`src/rtl/zcl_pkg.sv`:
```
package zcl_pkg;

    typedef enum logic [2:0] {
        ST_IDLE,
        ST_COUNT,
        ST_HEAD,
        ST_BODY,
        ST_PAD
    } zcl_state_e;

    localparam logic [15:0] ZCL_STATUS_OK    = 16'h0000;
    localparam logic [15:0] ZCL_STATUS_BAD   = 16'h4002;
    localparam logic [15:0] ZCL_COUNT_MARKER = 16'hFFFF;

endpackage

```
`src/rtl/zcl_req_check.sv`:
```
module zcl_req_check #(
    parameter int LOG_BYTES = 4096
) (
    input  logic        enable_i,
    input  logic [31:0] nsid_i,
    input  logic [31:0] ns_count_i,
    input  logic [7:0]  csi_i,
    input  logic [7:0]  ns_csi_i,
    input  logic [63:0] offset_i,
    input  logic [31:0] len_i,
    output logic        ok_o
);
    always_comb begin
        ok_o = enable_i
            && (nsid_i != 32'd0)
            && (nsid_i <= ns_count_i)
            && (csi_i == ns_csi_i)
            && (offset_i == 64'd0)
            && (len_i == 32'(LOG_BYTES));
    end
endmodule

```
`src/rtl/zcl_flag_store.sv`:
```
module zcl_flag_store #(
    parameter int NUM_ZONES = 64,
    localparam int IDX_W = $clog2(NUM_ZONES)
) (
    input  logic                 clk,
    input  logic                 rst_n,
    input  logic                 set_valid_i,
    input  logic [IDX_W-1:0]     set_idx_i,
    input  logic                 clr_valid_i,
    input  logic [IDX_W-1:0]     clr_idx_i,
    input  logic                 ns_clr_i,
    output logic [NUM_ZONES-1:0] pend_o,
    output logic                 ns_pend_o
);
    logic [NUM_ZONES-1:0] pend_d, pend_q;
    logic                 ns_d, ns_q;

    always_comb begin
        pend_d = pend_q;
        ns_d   = ns_q;
        if (clr_valid_i) pend_d[clr_idx_i] = 1'b0;
        if (ns_clr_i)    ns_d = 1'b0;
        if (set_valid_i) begin
            pend_d[set_idx_i] = 1'b1;
            ns_d              = 1'b1;
        end
    end

    always_ff @(posedge clk or negedge rst_n) begin
        if (!rst_n) begin
            pend_q <= '0;
            ns_q   <= 1'b0;
        end else begin
            pend_q <= pend_d;
            ns_q   <= ns_d;
        end
    end

    assign pend_o    = pend_q;
    assign ns_pend_o = ns_q;
endmodule

```
`src/rtl/zone_change_log.sv`:
```
module zone_change_log
    import zcl_pkg::*;
#(
    parameter int NUM_ZONES   = 64,
    parameter int MAX_ENTRIES = 511,
    parameter int ZONE_SHIFT  = 16,
    localparam int IDX_W      = $clog2(NUM_ZONES),
    localparam int SLOT_W     = $clog2(MAX_ENTRIES + 1),
    localparam int LOG_BYTES  = (MAX_ENTRIES + 1) * 8
) (
    input  logic                   clk,
    input  logic                   rst_n,
    input  logic                   flag_set_valid_i,
    input  logic [IDX_W-1:0]       flag_set_idx_i,
    input  logic [NUM_ZONES*8-1:0] zone_attr_i,
    input  logic                   req_valid_i,
    input  logic                   req_enable_i,
    input  logic [31:0]            req_nsid_i,
    input  logic [31:0]            ns_count_i,
    input  logic [7:0]             req_csi_i,
    input  logic [7:0]             ns_csi_i,
    input  logic [63:0]            req_offset_i,
    input  logic [31:0]            req_len_i,
    input  logic                   req_retain_i,
    output logic                   busy_o,
    output logic                   word_valid_o,
    output logic [63:0]            word_o,
    output logic                   word_last_o,
    output logic                   done_o,
    output logic [15:0]            status_o,
    output logic [NUM_ZONES-1:0]   zone_pend_o,
    output logic                   ns_pend_o
);
    localparam logic [IDX_W-1:0]  LAST_IDX = IDX_W'(NUM_ZONES - 1);
    localparam logic [SLOT_W-1:0] FULL     = SLOT_W'(MAX_ENTRIES);

    typedef struct packed {
        zcl_state_e        st;
        logic [IDX_W-1:0]  idx;
        logic              any;
        logic [SLOT_W-1:0] listed;
        logic [SLOT_W-1:0] slot;
        logic              retain;
        logic [15:0]       count;
        logic              wvalid;
        logic              wlast;
        logic [63:0]       word;
        logic              done;
        logic [15:0]       status;
    } regs_t;

    regs_t r_d, r_q;

    logic              req_ok;
    logic              clr_valid;
    logic              ns_clr;
    logic              cur_pend;
    logic              cur_qual;
    logic [7:0]        cur_attr;
    logic [SLOT_W-1:0] listed_nx;
    logic [SLOT_W-1:0] slot_nx;

    zcl_req_check #(.LOG_BYTES(LOG_BYTES)) u_check (
        .enable_i   (req_enable_i),
        .nsid_i     (req_nsid_i),
        .ns_count_i (ns_count_i),
        .csi_i      (req_csi_i),
        .ns_csi_i   (ns_csi_i),
        .offset_i   (req_offset_i),
        .len_i      (req_len_i),
        .ok_o       (req_ok)
    );

    zcl_flag_store #(.NUM_ZONES(NUM_ZONES)) u_flags (
        .clk         (clk),
        .rst_n       (rst_n),
        .set_valid_i (flag_set_valid_i),
        .set_idx_i   (flag_set_idx_i),
        .clr_valid_i (clr_valid),
        .clr_idx_i   (r_q.idx),
        .ns_clr_i    (ns_clr),
        .pend_o      (zone_pend_o),
        .ns_pend_o   (ns_pend_o)
    );

    always_comb begin
        cur_pend  = zone_pend_o[r_q.idx];
        cur_attr  = zone_attr_i[int'(r_q.idx)*8 +: 8];
        cur_qual  = cur_pend && (cur_attr != 8'd0);
        listed_nx = r_q.listed + SLOT_W'(cur_qual);
        slot_nx   = r_q.slot + SLOT_W'(cur_qual);

        r_d        = r_q;
        r_d.wvalid = 1'b0;
        r_d.wlast  = 1'b0;
        r_d.done   = 1'b0;
        clr_valid  = 1'b0;
        ns_clr     = 1'b0;

        unique case (r_q.st)
            ST_IDLE: begin
                if (req_valid_i) begin
                    if (req_ok) begin
                        r_d.st     = ST_COUNT;
                        r_d.idx    = '0;
                        r_d.any    = 1'b0;
                        r_d.listed = '0;
                        r_d.retain = req_retain_i;
                    end else begin
                        r_d.done   = 1'b1;
                        r_d.status = ZCL_STATUS_BAD;
                    end
                end
            end
            ST_COUNT: begin
                r_d.any    = r_q.any | cur_pend;
                r_d.listed = listed_nx;
                if (r_q.idx == LAST_IDX || listed_nx == FULL) begin
                    r_d.st    = ST_HEAD;
                    r_d.count = (listed_nx == '0 && (r_q.any || cur_pend))
                              ? ZCL_COUNT_MARKER : 16'(listed_nx);
                end else begin
                    r_d.idx = r_q.idx + 1'b1;
                end
            end
            ST_HEAD: begin
                r_d.wvalid = 1'b1;
                r_d.word   = {48'd0, r_q.count};
                r_d.st     = ST_BODY;
                r_d.idx    = '0;
                r_d.slot   = '0;
            end
            ST_BODY: begin
                clr_valid = cur_pend && !r_q.retain;
                r_d.slot  = slot_nx;
                if (cur_qual) begin
                    r_d.wvalid = 1'b1;
                    r_d.word   = 64'(r_q.idx) << ZONE_SHIFT;
                end
                if (slot_nx == FULL) begin
                    r_d.st     = ST_IDLE;
                    r_d.wlast  = 1'b1;
                    r_d.done   = 1'b1;
                    r_d.status = ZCL_STATUS_OK;
                    ns_clr     = 1'b1;
                end else if (r_q.idx == LAST_IDX) begin
                    r_d.st = ST_PAD;
                end else begin
                    r_d.idx = r_q.idx + 1'b1;
                end
            end
            ST_PAD: begin
                r_d.wvalid = 1'b1;
                r_d.word   = 64'd0;
                r_d.slot   = r_q.slot + 1'b1;
                if (r_q.slot + 1'b1 == FULL) begin
                    r_d.st     = ST_IDLE;
                    r_d.wlast  = 1'b1;
                    r_d.done   = 1'b1;
                    r_d.status = ZCL_STATUS_OK;
                    ns_clr     = 1'b1;
                end
            end
            default: r_d.st = ST_IDLE;
        endcase
    end

    always_ff @(posedge clk or negedge rst_n) begin
        if (!rst_n) begin
            r_q        <= '0;
            r_q.st     <= ST_IDLE;
            r_q.status <= ZCL_STATUS_OK;
        end else begin
            r_q <= r_d;
        end
    end

    assign busy_o       = (r_q.st != ST_IDLE);
    assign word_valid_o = r_q.wvalid;
    assign word_o       = r_q.word;
    assign word_last_o  = r_q.wlast;
    assign done_o       = r_q.done;
    assign status_o     = r_q.status;
endmodule

```
`config.mk`:
```
export PLATFORM = sky130hd
export DESIGN_NAME = zone_change_log
export DESIGN_NICKNAME = d
export VERILOG_FILES = /design/src/rtl/zcl_pkg.sv /design/src/rtl/zcl_req_check.sv /design/src/rtl/zcl_flag_store.sv /design/src/rtl/zone_change_log.sv
export SDC_FILE = /design/constraint.sdc
export NUM_CORES = 1
export LEC_CHECK = 0
export BUFFER_PORTS_ARGS = -buffer_cell sky130_fd_sc_hd__clkbuf_2
export CAP_MARGIN = 5
export CORE_AREA = 5 5 328 330
export CTS_CLUSTER_SIZE = 14
export DETAILED_ROUTE_END_ITERATION = 8
export DIE_AREA = 0 0 333 335
export PLACE_DENSITY_LB_ADDON = 0.12
export SLEW_MARGIN = 20
export SYNTH_ARGS = -nofsm -noshare
export SYNTH_HDL_FRONTEND = slang
export SYNTH_SLANG_ARGS = --single-unit
```
`constraint.sdc`:
```
create_clock -name clk -period 7.6 [get_ports clk]
set_clock_uncertainty 0.15 [all_clocks]
set_input_delay 0 -clock clk [delete_from_list [all_inputs] [get_ports clk]]
set_output_delay 0 -clock clk [all_outputs]
set_load 0.02 [all_outputs]
```
**After elaboration in Yosys (flattened, before gate mapping)**

Index checks and enable logic that the tools add are counted.

- Register bits: 193
- Latch bits: 0
- Bits in writable memories: 0
- Memory bits (read-only): 0
- Output and inout port bits: 149
- Logic and storage cells: 118
- Memories: 0

- Add/sub/neg operators: 4
- Multiply operators: 0
- Divide/modulo/power cells: 0
- $lt $le $gt $ge: 5
- Eq/ne operators: 21
- Shift-type cells: 1
- Muxes and demuxes: 37
- Bitwise logic cells: 4
- Reduce and logical (&&, ||, !) cells: 32

Operators with widths:

| operator | number |
|---|---|
| 512-bit by 10-bit indexed part select with 8-bit output | 1 |
| 64-bit two-way mux | 3 |
| 64-bit case mux with 3 select lines | 1 |
| 17-bit two-way mux | 4 |
| 64-bit AND | 1 |
| 64-bit zero test | 1 |
| 64-bit inverter | 1 |
| 64-bit bitwise OR | 1 |
| 17-bit case mux with 3 select lines | 1 |
| 19-bit two-way mux | 2 |
| 32-bit by 13-bit equality test with 1-bit output (second input constant) | 1 |
| 32-bit less-or-equal comparator | 1 |
| 32-bit nonzero test | 1 |
| 9-bit equality test (second input constant) | 3 |
| 9-bit case mux with 3 select lines | 1 |
| 6-bit case mux with 4 select lines | 1 |
| 2-bit inequality test (second input constant) | 10 |
| 10-bit case mux with 2 select lines | 1 |
| 9-bit by 1-bit adder with 9-bit output | 2 |
| 6-bit two-way mux | 3 |
| 16-bit two-way mux | 1 |
| 3-bit case mux with 5 select lines | 1 |
| 6-bit by 7-bit less-than comparator with 1-bit output (second input constant) | 2 |
| 1-bit demux with 6-bit select | 2 |
| 28 further kinds | 58 |

**Longest topological paths before layout**

Gate-level depths: netlist of the first run.

- Depth in word-level cells: 9
- Depth in mapped cells: 22
- Depth with buffers taken out: 17

**Modules after synthesis**

A second synthesis of the first run with hierarchy kept.

- Cell total of the unflattened synthesis: 1281
- Area, all modules: 10612.7 µm²

Modules (own cells, without submodules):

| module | times used | cells each | area each (µm²) | sequential area each (µm²) |
|---|---|---|---|---|
| zone_change_log | 1 | 859 | 6715.2 | 1476.4 |
| zcl_flag_store | 1 | 253 | 2682.6 | 1626.6 |
| zcl_req_check | 1 | 169 | 1214.9 | 0.0 |

**Worst setup path after synthesis of the first run**

Ideal clock, no wire load.

- Path kind: reg-to-reg
- Start point: register r_q[120] (netlist name)
- End point: register r_q[121] (netlist name)
- Setup time: 121 ps
- Arrival: 4273 ps
- Setup slack: 3056 ps
- Cell stages (with the launch flop): 20
- Clock period less this slack: 4544 ps
- Cells stage by stage: dfrtp_1 -> buf_6 -> buf_6 -> mux2_4 -> a221o_1 -> a2111oi_0 -> nor3b_2 -> o32ai_1 -> o31a_1 -> ha_1 -> ha_1 -> xnor2_1 -> or3_1 -> a211o_1 -> nor3_1 -> a211o_1 -> buf_2 -> nor2_1 -> a31o_2 -> a22o_1

- Longest elaborated chain between the ends: 8
- Elaborated cells between the ends (all ways): 20
- Those cells by class: add/sub: 3; eq/ne: 6; shift: 1; mux: 6; reduce/logical: 4

RTL lines:

| element | RTL line | RTL |
|---|---|---|
| start, declared | zone_change_log.sv:52 | `regs_t r_d, r_q;` |
| start signal, assigned | zone_change_log.sv:174 | `r_q <= r_d;` |
| 512-bit by 10-bit indexed part select with 8-bit output / 1-bit binary-select mux with 6-bit select (equally long branches) | zone_change_log.sv:88, zone_change_log.sv:87 |  |
| 8-bit nonzero test / 1-bit two-way mux (equally long branches) | zone_change_log.sv:89, zone_change_log.sv:87 |  |
| 1-bit logical AND | zone_change_log.sv:89 | `cur_qual = cur_pend && (cur_attr != 8'd0);` |
| 9-bit by 1-bit adder with 9-bit output | zone_change_log.sv:90 | `listed_nx = r_q.listed + SLOT_W'(cur_qual);` |
| 9-bit equality test | zone_change_log.sv:118 | `if (r_q.idx == LAST_IDX \|\| listed_nx == FULL) begin` |
| 1-bit logical OR | zone_change_log.sv:118 |  |
| 2-bit inequality test (no source line) | -- |  |
| 6-bit AND reduction (no source line) | -- |  |

Several ways; a longest one is shown, not always the timed one. The select of a mux whose other input is x is not followed.
A chain may end at the register's enable or synchronous reset.

**Final worst setup path of the first run**

Same ends and word-level chain as after synthesis.

==> Implementation_results.wiki, run 1 <==
{| class="wikitable"
! Metric !! Value
|-
| Proportion of power drawn by combinational gates || 46.2%
|-
| Average detailed-routed wire length per instance || 26.9 um
|-
| Parity-gate share of the synthesized area counting xor and xnor cells || 1.70%
|-
| Least-Margin Pin Slew || 1.13 ns
|-
| Top post-synthesis cells by area || sky130_fd_sc_hd__dfrtp_1, sky130_fd_sc_hd__buf_4, sky130_fd_sc_hd__o21ai_0
|-
| Minimum clock period || 6.65 ns
|-
| Portion of netlist area occupied by mux cells || 6.12%
|-
| Total net switching power || 1.48 mW
|-
| H-tree lvl count || 4
|-
| Combined area of the multi-input logic cells || 7230 sq um
|-
| Cell internal pwr || 1.75 mW
|-
| Count of pins over their slew limit || 0
|-
| Slowest stage cell, crit path || sky130_fd_sc_hd__dfrtp_4
|-
| Delay-heaviest family, CP || simple AND/OR/NAND/NOR gates
|-
| Number of I/O port buffers || 792
|-
| TritonCTS clock tree || done
|-
| Final period utilization || 87.4%
|-
| Crit path buf inv count || 1
|-
| Post CTS Setup Buffer Count || 0
|-
| Net switching fraction of the power || 45.9%
|-
| Worst skew pair latency || 0.44 ns
|-
| Synth-to-Final Area Change || 52.7%
|-
| DIE WIDTH || 333 um
|-
| Vias after detailed routing || 14878
|-
| Max capacitance violation total || 0
|-
| Critical Setup Path Class || reg -> reg
|-
| Syn. warnings || 0
|-
| Initial DRC count || 769
|-
| Number of placement rows || 119
|-
| Count of fill cells added during filler insertion || 12116
|-
| Final hold slack || -0.00236 ns
|-
| Most used standard cells in the synthesized netlist || sky130_fd_sc_hd__nor2_1, sky130_fd_sc_hd__dfrtp_1, sky130_fd_sc_hd__o21ai_0, sky130_fd_sc_hd__buf_4, sky130_fd_sc_hd__nor4_1
|-
| Main synth FF type || sky130_fd_sc_hd__dfrtp_1
|-
| CP Data Required Time || 7.76 ns
|-
| CTS buffer count || 17
|-
| Fin. Hold Viols || 3
|-
| Adder-Cell Fraction of Synth Area || 4.41%
|-
| Number of global-route vias before repair || 15866
|-
| Proportion of netlist area held by the largest area contributor || 27.3%
|-
| Starting density of the core || 10.9%
|-
| Total track usage || 16.3%
|-
| Final weighted congestion of routability-driven global placement || 0.939
|-
| Setup_tns || 0 ns
|-
| Largest family of logic cells by synthesized area || compound AO/OA/AOI/OAI gates
|-
| Endpoint type of the worst setup path || register
|-
| Clock transition at the registers of the reported paths || 0.08 ns
|-
| Total iterations of the first detailed-routing run || 5
|-
| Area of all sequential standard cells || 3110 sq um
|-
| Detailed Place HPWL || 82600 um
|-
| Fraction of the mapped netlist area in compound gates || 27.3%
|-
| Proportion of power drawn by flip-flops and latches || 26.8%
|-
| Unrepaired setup endpoints after global routing || no
|-
| Drt drc || 0
|-
| Remaining antenna violation count after routing || 0
|-
| Synthesis-stage register bit count || 124
|-
| Global-route congestion overflow total || 0
|-
| Static Leak || 7.79 nW
|-
| Crit Path Max Fanout || 40
|-
| Maximum vdd ir drop || 128 uV
|-
| Dominant cell by count in the synthesized netlist || sky130_fd_sc_hd__nor2_1
|-
| Max-slew headroom at the worst pin || 24.2%
|-
| Total detailed-routing wirelength || 96300 um
|-
| Chip Height || 335 um
|-
| Synth Instances || 1415
|-
| Power Density || 186 nW/um^2
|-
| # IOs || 849
|-
| CTS max path bufs || 2
|-
| CP startpoint kind || register
|-
| Cell chain of the critical path || nor2b_2, nand2_1, nor2_1, or3_1, a2111oi_0, buf_4, a31oi_1, o31a_1, ha_1, ha_1, nand3_1, xnor2_1, or3_1, nor4_1, a211o_1, nor2_1, a31o_2, a22o_1
|-
| Violations in the final reports || hold timing
|-
| Ratio of routed vias to standard cells || 4.16
|-
| Die ar. || 112000 sq um
|-
| Placeable Area || 105000 sq um
|-
| Number of setup violations in the final report || 0
|-
| Sequential share of the synthesized area || 27.3%
|-
| Cell taking the most area after synthesis || sky130_fd_sc_hd__dfrtp_1
|-
| Result of the run || finished, violations left
|-
| F_max || 150 MHz
|-
| Post-synthesis simple-gate area fraction || 22.1%
|-
| Async set or reset register ratio after synthesis || 100%
|-
| Root buf cell || sky130_fd_sc_hd__clkbuf_16
|-
| Avg Synthesized Cell Area || 8.03 sq um
|-
| Total number of clock tree sinks || 124
|-
| Pin count of the biggest net entering global routing || 72
|-
| Signal arrival time at the worst endpoint || 6.80 ns
|-
| Net count reported at finish || 2907
|-
| Number of enable-type register cells in the synthesized netlist || 0
|-
| Layout cell share with drive strength beyond 1 || 41.9%
|-
| Design Power || 3.23 mW
|-
| Number of unique standard cell types used by synthesis || 80
|-
| Delay of the slowest critical-path stage || 0.85 ns
|-
| Global-route wire length before repair || 129000 um
|-
| Clock power share || 26.9%
|-
| Cell area after synthesis || 11400 sq um
|-
| Tightest Hold Check Type || in -> async
|-
| Number of antenna violations at the first check in global routing || 23
|}
-- per-stage QoR --
step,std cells,utilization [%],instance area (sq um),hold WS (ns),worst slack [ns]
after floorplan,1470,-,11600,-0.446,3.06
after global placement,3526,15.9,16600,-0.0564,0.993
final,3577,16.6,17300,-0.00236,0.955
after CTS,3571,16.6,17300,0.0304,0.858
after detailed placement,3526,15.9,16600,-0.0636,0.895
after global routing,3573,16.6,17300,0.0564,0.653
-- path summary, 6_finish.rpt --
check	slack, ns	start	cells past startpoint	endpoint
setup reg to reg	0.95	r_q[120]	18	r_q[121]
hold / removal	-0.002	rst_n	2	u_flags.pend_o[15]
min in group clk	0.06	req_offset_i[21]	7	done_o
hold reg to reg	0.34	u_flags.ns_pend_o	1	u_flags.ns_pend_o
max in group asynchronous	5.95	rst_n	3	word_o[21]
setup / recovery	0.95	r_q[120]	18	r_q[121]
-- layout make-up --
cell class,count,area share [%]
multi-input combinational,1117,41.7
timing repair buffer,841,25.3
sequential,124,18.0
tap,1391,10.0
clock buffer,17,2.45
inverter,66,1.43
clock inverter,15,1.03
antenna,6,0.0866
-- sequential cells by signal, indices dropped and copies added, names as in the netlist --
| signal | count |
|---|---|
| done_o | 1 |
| r_q | 39 |
| status_o | 1 |
| u_flags.ns_pend_o | 1 |
| u_flags.pend_o | 64 |
| word_last_o | 1 |
| word_o | 16 |
| word_valid_o | 1 |
-- layout by cell type (no fill, tap or decap), drive strengths merged, types with 37 or more instances in the layout --
cell type | netlist | routed
a21oi | 74 | 74
dfrtp | 124 | 124
nor4 | 79 | 79
buf | 129 | 37
ha | 40 | 40
o31ai | 76 | 76
clkbuf | 34 | 808
conb | 1 | 56
nor3 | 52 | 52
inv | 65 | 72
nor2 | 131 | 131
nand2 | 65 | 65
o21ai | 122 | 122
-- layer usage --
layer  GRT usage, %  routed length, um
met4           4.06               2470
met2           32.7              53200
met5              0                 40
met3           2.73               5120
met1           17.5              35500
-- timing repair --
item,in CTS,in global routing
endpoints found under the hold margin,98,0
resized for setup,0,0
hold buffers,13,0
-- power by group through the flow --
| stage | registers (mW) | logic (mW) | clock network, mW |
|---|---|---|---|
| 2_1_floorplan | 0.818 | 0.880 | 0 |
| 3_3_place_gp | 0.884 | 1.52 | 0 |
| 3_5_place_dp | 0.882 | 1.51 | 0 |
| 4_1_cts | 0.869 | 1.52 | 0.896 |
| 5_1_grt | 0.879 | 1.63 | 0.919 |
| 6_report | 0.867 | 1.49 | 0.870 |
-- cell families (layout without fill, tap and decap cells) --
kind of cell	after synthesis	count (layout)
AND/OR/NAND/NOR	482	482
AO/OA/AOI/OAI	465	465
buffers and inverters	229	939
flip-flops	124	124
multiplexers	52	52
adder cells (fa/ha/maj)	40	40
XOR/XNOR	22	22
other	1	62
No activity file was read; power rests on OpenSTA's default activity.
==> inputs of run 2 (changes only) <==
- clock period: 7.6 -> 8.6 ns (I/O delays scaled with it)
==> Implementation_results.wiki, run 2 (synthesis results as in run 1) <==
{| class="wikitable"
! Metric !! Value
|-
| Result of the run || finished clean (was finished, violations left)
|-
| Total iterations of the first detailed-routing run || 4 (was 5)
|-
| Total detailed-routing wirelength || 95700 um (was 96300 um)
|-
| Total number of clock tree sinks || 124 (unchanged)
|-
| CTS buffer count || 17 (unchanged)
|-
| Global-route congestion overflow total || 0 (unchanged)
|-
| Starting density of the core || 10.9% (unchanged)
|-
| R2R Path End || r_q[121] (unchanged)
|-
| Remaining antenna violation count after routing || 0 (unchanged)
|-
| Maximum vdd ir drop || 136 uV (was 128 uV)
|-
| Number of placement rows || 119 (unchanged)
|-
| Initial DRC count || 576 (was 769)
|-
| F_max || 143 MHz (was 150 MHz)
|-
| Root buf cell || sky130_fd_sc_hd__clkbuf_16 (unchanged)
|-
| Worst skew pair latency || 0.45 ns (was 0.44 ns)
|-
| Count of pins over their slew limit || 0 (unchanged)
|-
| Number of setup violations in the final report || 0 (unchanged)
|-
| Net count reported at finish || 2895 (was 2907)
|-
| Post CTS Setup Buffer Count || 0 (unchanged)
|-
| Vias after detailed routing || 14797 (was 14878)
|-
| Synth-to-Final Area Change || 52.1% (was 52.7%)
|-
| Ratio of routed vias to standard cells || 4.15 (was 4.16)
|-
| Number of antenna violations at the first check in global routing || 29 (was 23)
|-
| Global-route wire length before repair || 130000 um (was 129000 um)
|-
| Number of flip-flops in the largest register || 64 (unchanged)
|-
| Chip Height || 335 um (unchanged)
|-
| Placeable Area || 105000 sq um (unchanged)
|-
| Length in cells of the worst reg-to-reg path || 18 (unchanged)
|-
| Critical Setup Path Class || reg -> reg (unchanged)
|-
| Total track usage || 16.3% (about the same)
|-
| Least-Margin Pin Slew || 0.945 ns (was 1.13 ns)
|-
| Tightest Hold Check Type || in -> async (unchanged)
|-
| Worst slack at placement || 1.48 ns (was 0.895 ns)
|-
| Design Power || 2.90 mW (was 3.23 mW)
|-
| Unrepaired setup endpoints after global routing || no (unchanged)
|-
| Combined area of the multi-input logic cells || 7230 sq um (about the same)
|-
| Drt drc || 0 (unchanged)
|-
| Pin count of the biggest net entering global routing || 78 (was 72)
|-
| CTS max path bufs || 2 (unchanged)
|-
| Detailed Place HPWL || 82000 um (was 82600 um)
|-
| Static Leak || 7.74 nW (was 7.79 nW)
|-
| Count of fill cells added during filler insertion || 12074 (was 12116)
|-
| R2R Path Start || r_q[119] (was r_q[120])
|-
| Setup_tns || 0 ns (unchanged)
|-
| Layout cell share with drive strength beyond 1 || 41.7% (was 41.9%)
|-
| CP startpoint || r_q[119] (was r_q[120])
|-
| Area of all sequential standard cells || 3110 sq um (unchanged)
|-
| Endpoint type of the worst setup path || register (unchanged)
|-
| Most used cells in the layout excluding fill and tap cells || sky130_fd_sc_hd__clkbuf_2, sky130_fd_sc_hd__nor2_1, sky130_fd_sc_hd__dfrtp_1 (unchanged)
|-
| # IOs || 849 (unchanged)
|-
| Utilization after layout || 16.5% (was 16.6%)
|-
| Max-slew headroom at the worst pin || 36.8% (was 24.2%)
|-
| Crit Path Max Fanout || 66 (was 40)
|-
| DIE WIDTH || 333 um (unchanged)
|-
| Power Density || 168 nW/um^2 (was 186 nW/um^2)
|-
| Die ar. || 112000 sq um (unchanged)
|-
| CP Data Required Time || 8.77 ns (was 7.76 ns)
|-
| TritonCTS clock tree || done (unchanged)
|-
| Number of global-route vias before repair || 16126 (was 15866)
|-
| Clock transition at the registers of the reported paths || 0.07 ns (was 0.08 ns)
|-
| Final period utilization || 81.1% (was 87.4%)
|-
| Signal arrival time at the worst endpoint || 7.15 ns (was 6.80 ns)
|-
| Average detailed-routed wire length per instance || 26.9 um (about the same)
|-
| Max capacitance violation total || 0 (unchanged)
|-
| Final weighted congestion of routability-driven global placement || 0.946 (was 0.939)
|-
| Worst reg2reg setup slack || 1.63 ns (was 0.95 ns)
|-
| Number of I/O port buffers || 792 (unchanged)
|-
| H-tree lvl count || 4 (unchanged)
|-
| Slack of the critical path || 1.63 ns (was 0.955 ns)
|-
| Minimum clock period || 6.97 ns (was 6.65 ns)
|-
| Most frequent standard cell in the layout excluding fill and tap cells || sky130_fd_sc_hd__clkbuf_2 (unchanged)
|-
| Fin. Hold Viols || 0 (was 3)
|-
| CP startpoint kind || register (unchanged)
|}
run 2: cell types whose count changed in the layout (fill, tap and decap cells not counted), moves of 2 or more:
cell | previous run | this run
sky130_fd_sc_hd__inv_8 | 5 | 3
sky130_fd_sc_hd__buf_4 | 34 | 22
sky130_fd_sc_hd__clkinv_8 | 2 | 0
sky130_fd_sc_hd__clkinv_4 | 4 | 2
sky130_fd_sc_hd__inv_6 | 2 | 5
sky130_fd_sc_hd__bufinv_16 | 1 | 3
run 2: what timing repair did:
item	in CTS	in global routing
setup endpoints to repair	0	0
resized for setup	0	0
hold endpoints to repair	104	0
hold buffers	12	0
run 2: final cells by class:
cell class                 count  share of cell area, %
sequential                   124                   18.0
timing repair buffer         829                   24.9
clock buffer                  17                   2.46
antenna                        6                 0.0869
multi-input combinational   1117                   41.9
clock inverter                15                   1.16
tap                         1391                   10.1
inverter                      66                   1.43
run 2: critical path: stages (launching register included):
cell,delay (ns)
sky130_fd_sc_hd__dfrtp_4,0.86
sky130_fd_sc_hd__buf_12,0.37
sky130_fd_sc_hd__nor4b_1,0.49
sky130_fd_sc_hd__a211oi_1,0.10
sky130_fd_sc_hd__nor4_1,0.57
sky130_fd_sc_hd__o2111ai_1,0.19
sky130_fd_sc_hd__nor3_1,0.54
sky130_fd_sc_hd__o32ai_1,0.27
sky130_fd_sc_hd__o31a_1,0.41
sky130_fd_sc_hd__ha_1,0.25
sky130_fd_sc_hd__ha_1,0.26
sky130_fd_sc_hd__xor2_1,0.26
sky130_fd_sc_hd__nand3_1,0.12
sky130_fd_sc_hd__or3_1,0.32
sky130_fd_sc_hd__nor4_1,0.57
sky130_fd_sc_hd__a211o_1,0.45
sky130_fd_sc_hd__nor2_1,0.10
sky130_fd_sc_hd__a31o_2,0.27
sky130_fd_sc_hd__a22o_1,0.17
run 2: routing by layer:
metal / up-vias / global-route usage, % / part of all wire [%]
met5: - / 0 / 0.036
met4: 8 / 3.09 / 1.9
met3: 96 / 2.99 / 5.4
met2: 655 / 33.3 / 56
met1: 7258 / 17.1 / 36
li1: 6780 / - / -
run 2: worst max-delay path by stage:
stage | cells after the start | to
after floorplan | 19 | r_q[121]
after global placement | 17 | r_q[121]
after detailed placement | 18 | r_q[121]
after CTS | 18 | r_q[121]
after global routing | 19 | r_q[90]
final | 18 | r_q[121]
run 2: power breakdown:
part | internal [mW] | switching [mW] | total (mW)
clock | 0.467 | 0.334 | 0.802
sequential | 0.653 | 0.122 | 0.775
combinational | 0.479 | 0.840 | 1.32
total | 1.60 | 1.30 | 2.90
run 2: stage by stage:
| stage | area [sq um] | hold slack [ns] | cells |
|---|---|---|---|
| finish | 17300 | 0.0248 | 3565 |
| detailed placement | 16500 | -0.0276 | 3515 |
| global placement | 16500 | -0.0201 | 3514 |
| global route | 17300 | 0.0341 | 3561 |
| CTS | 17300 | 0.00401 | 3559 |
| floorplan | 11600 | -0.446 | 1470 |
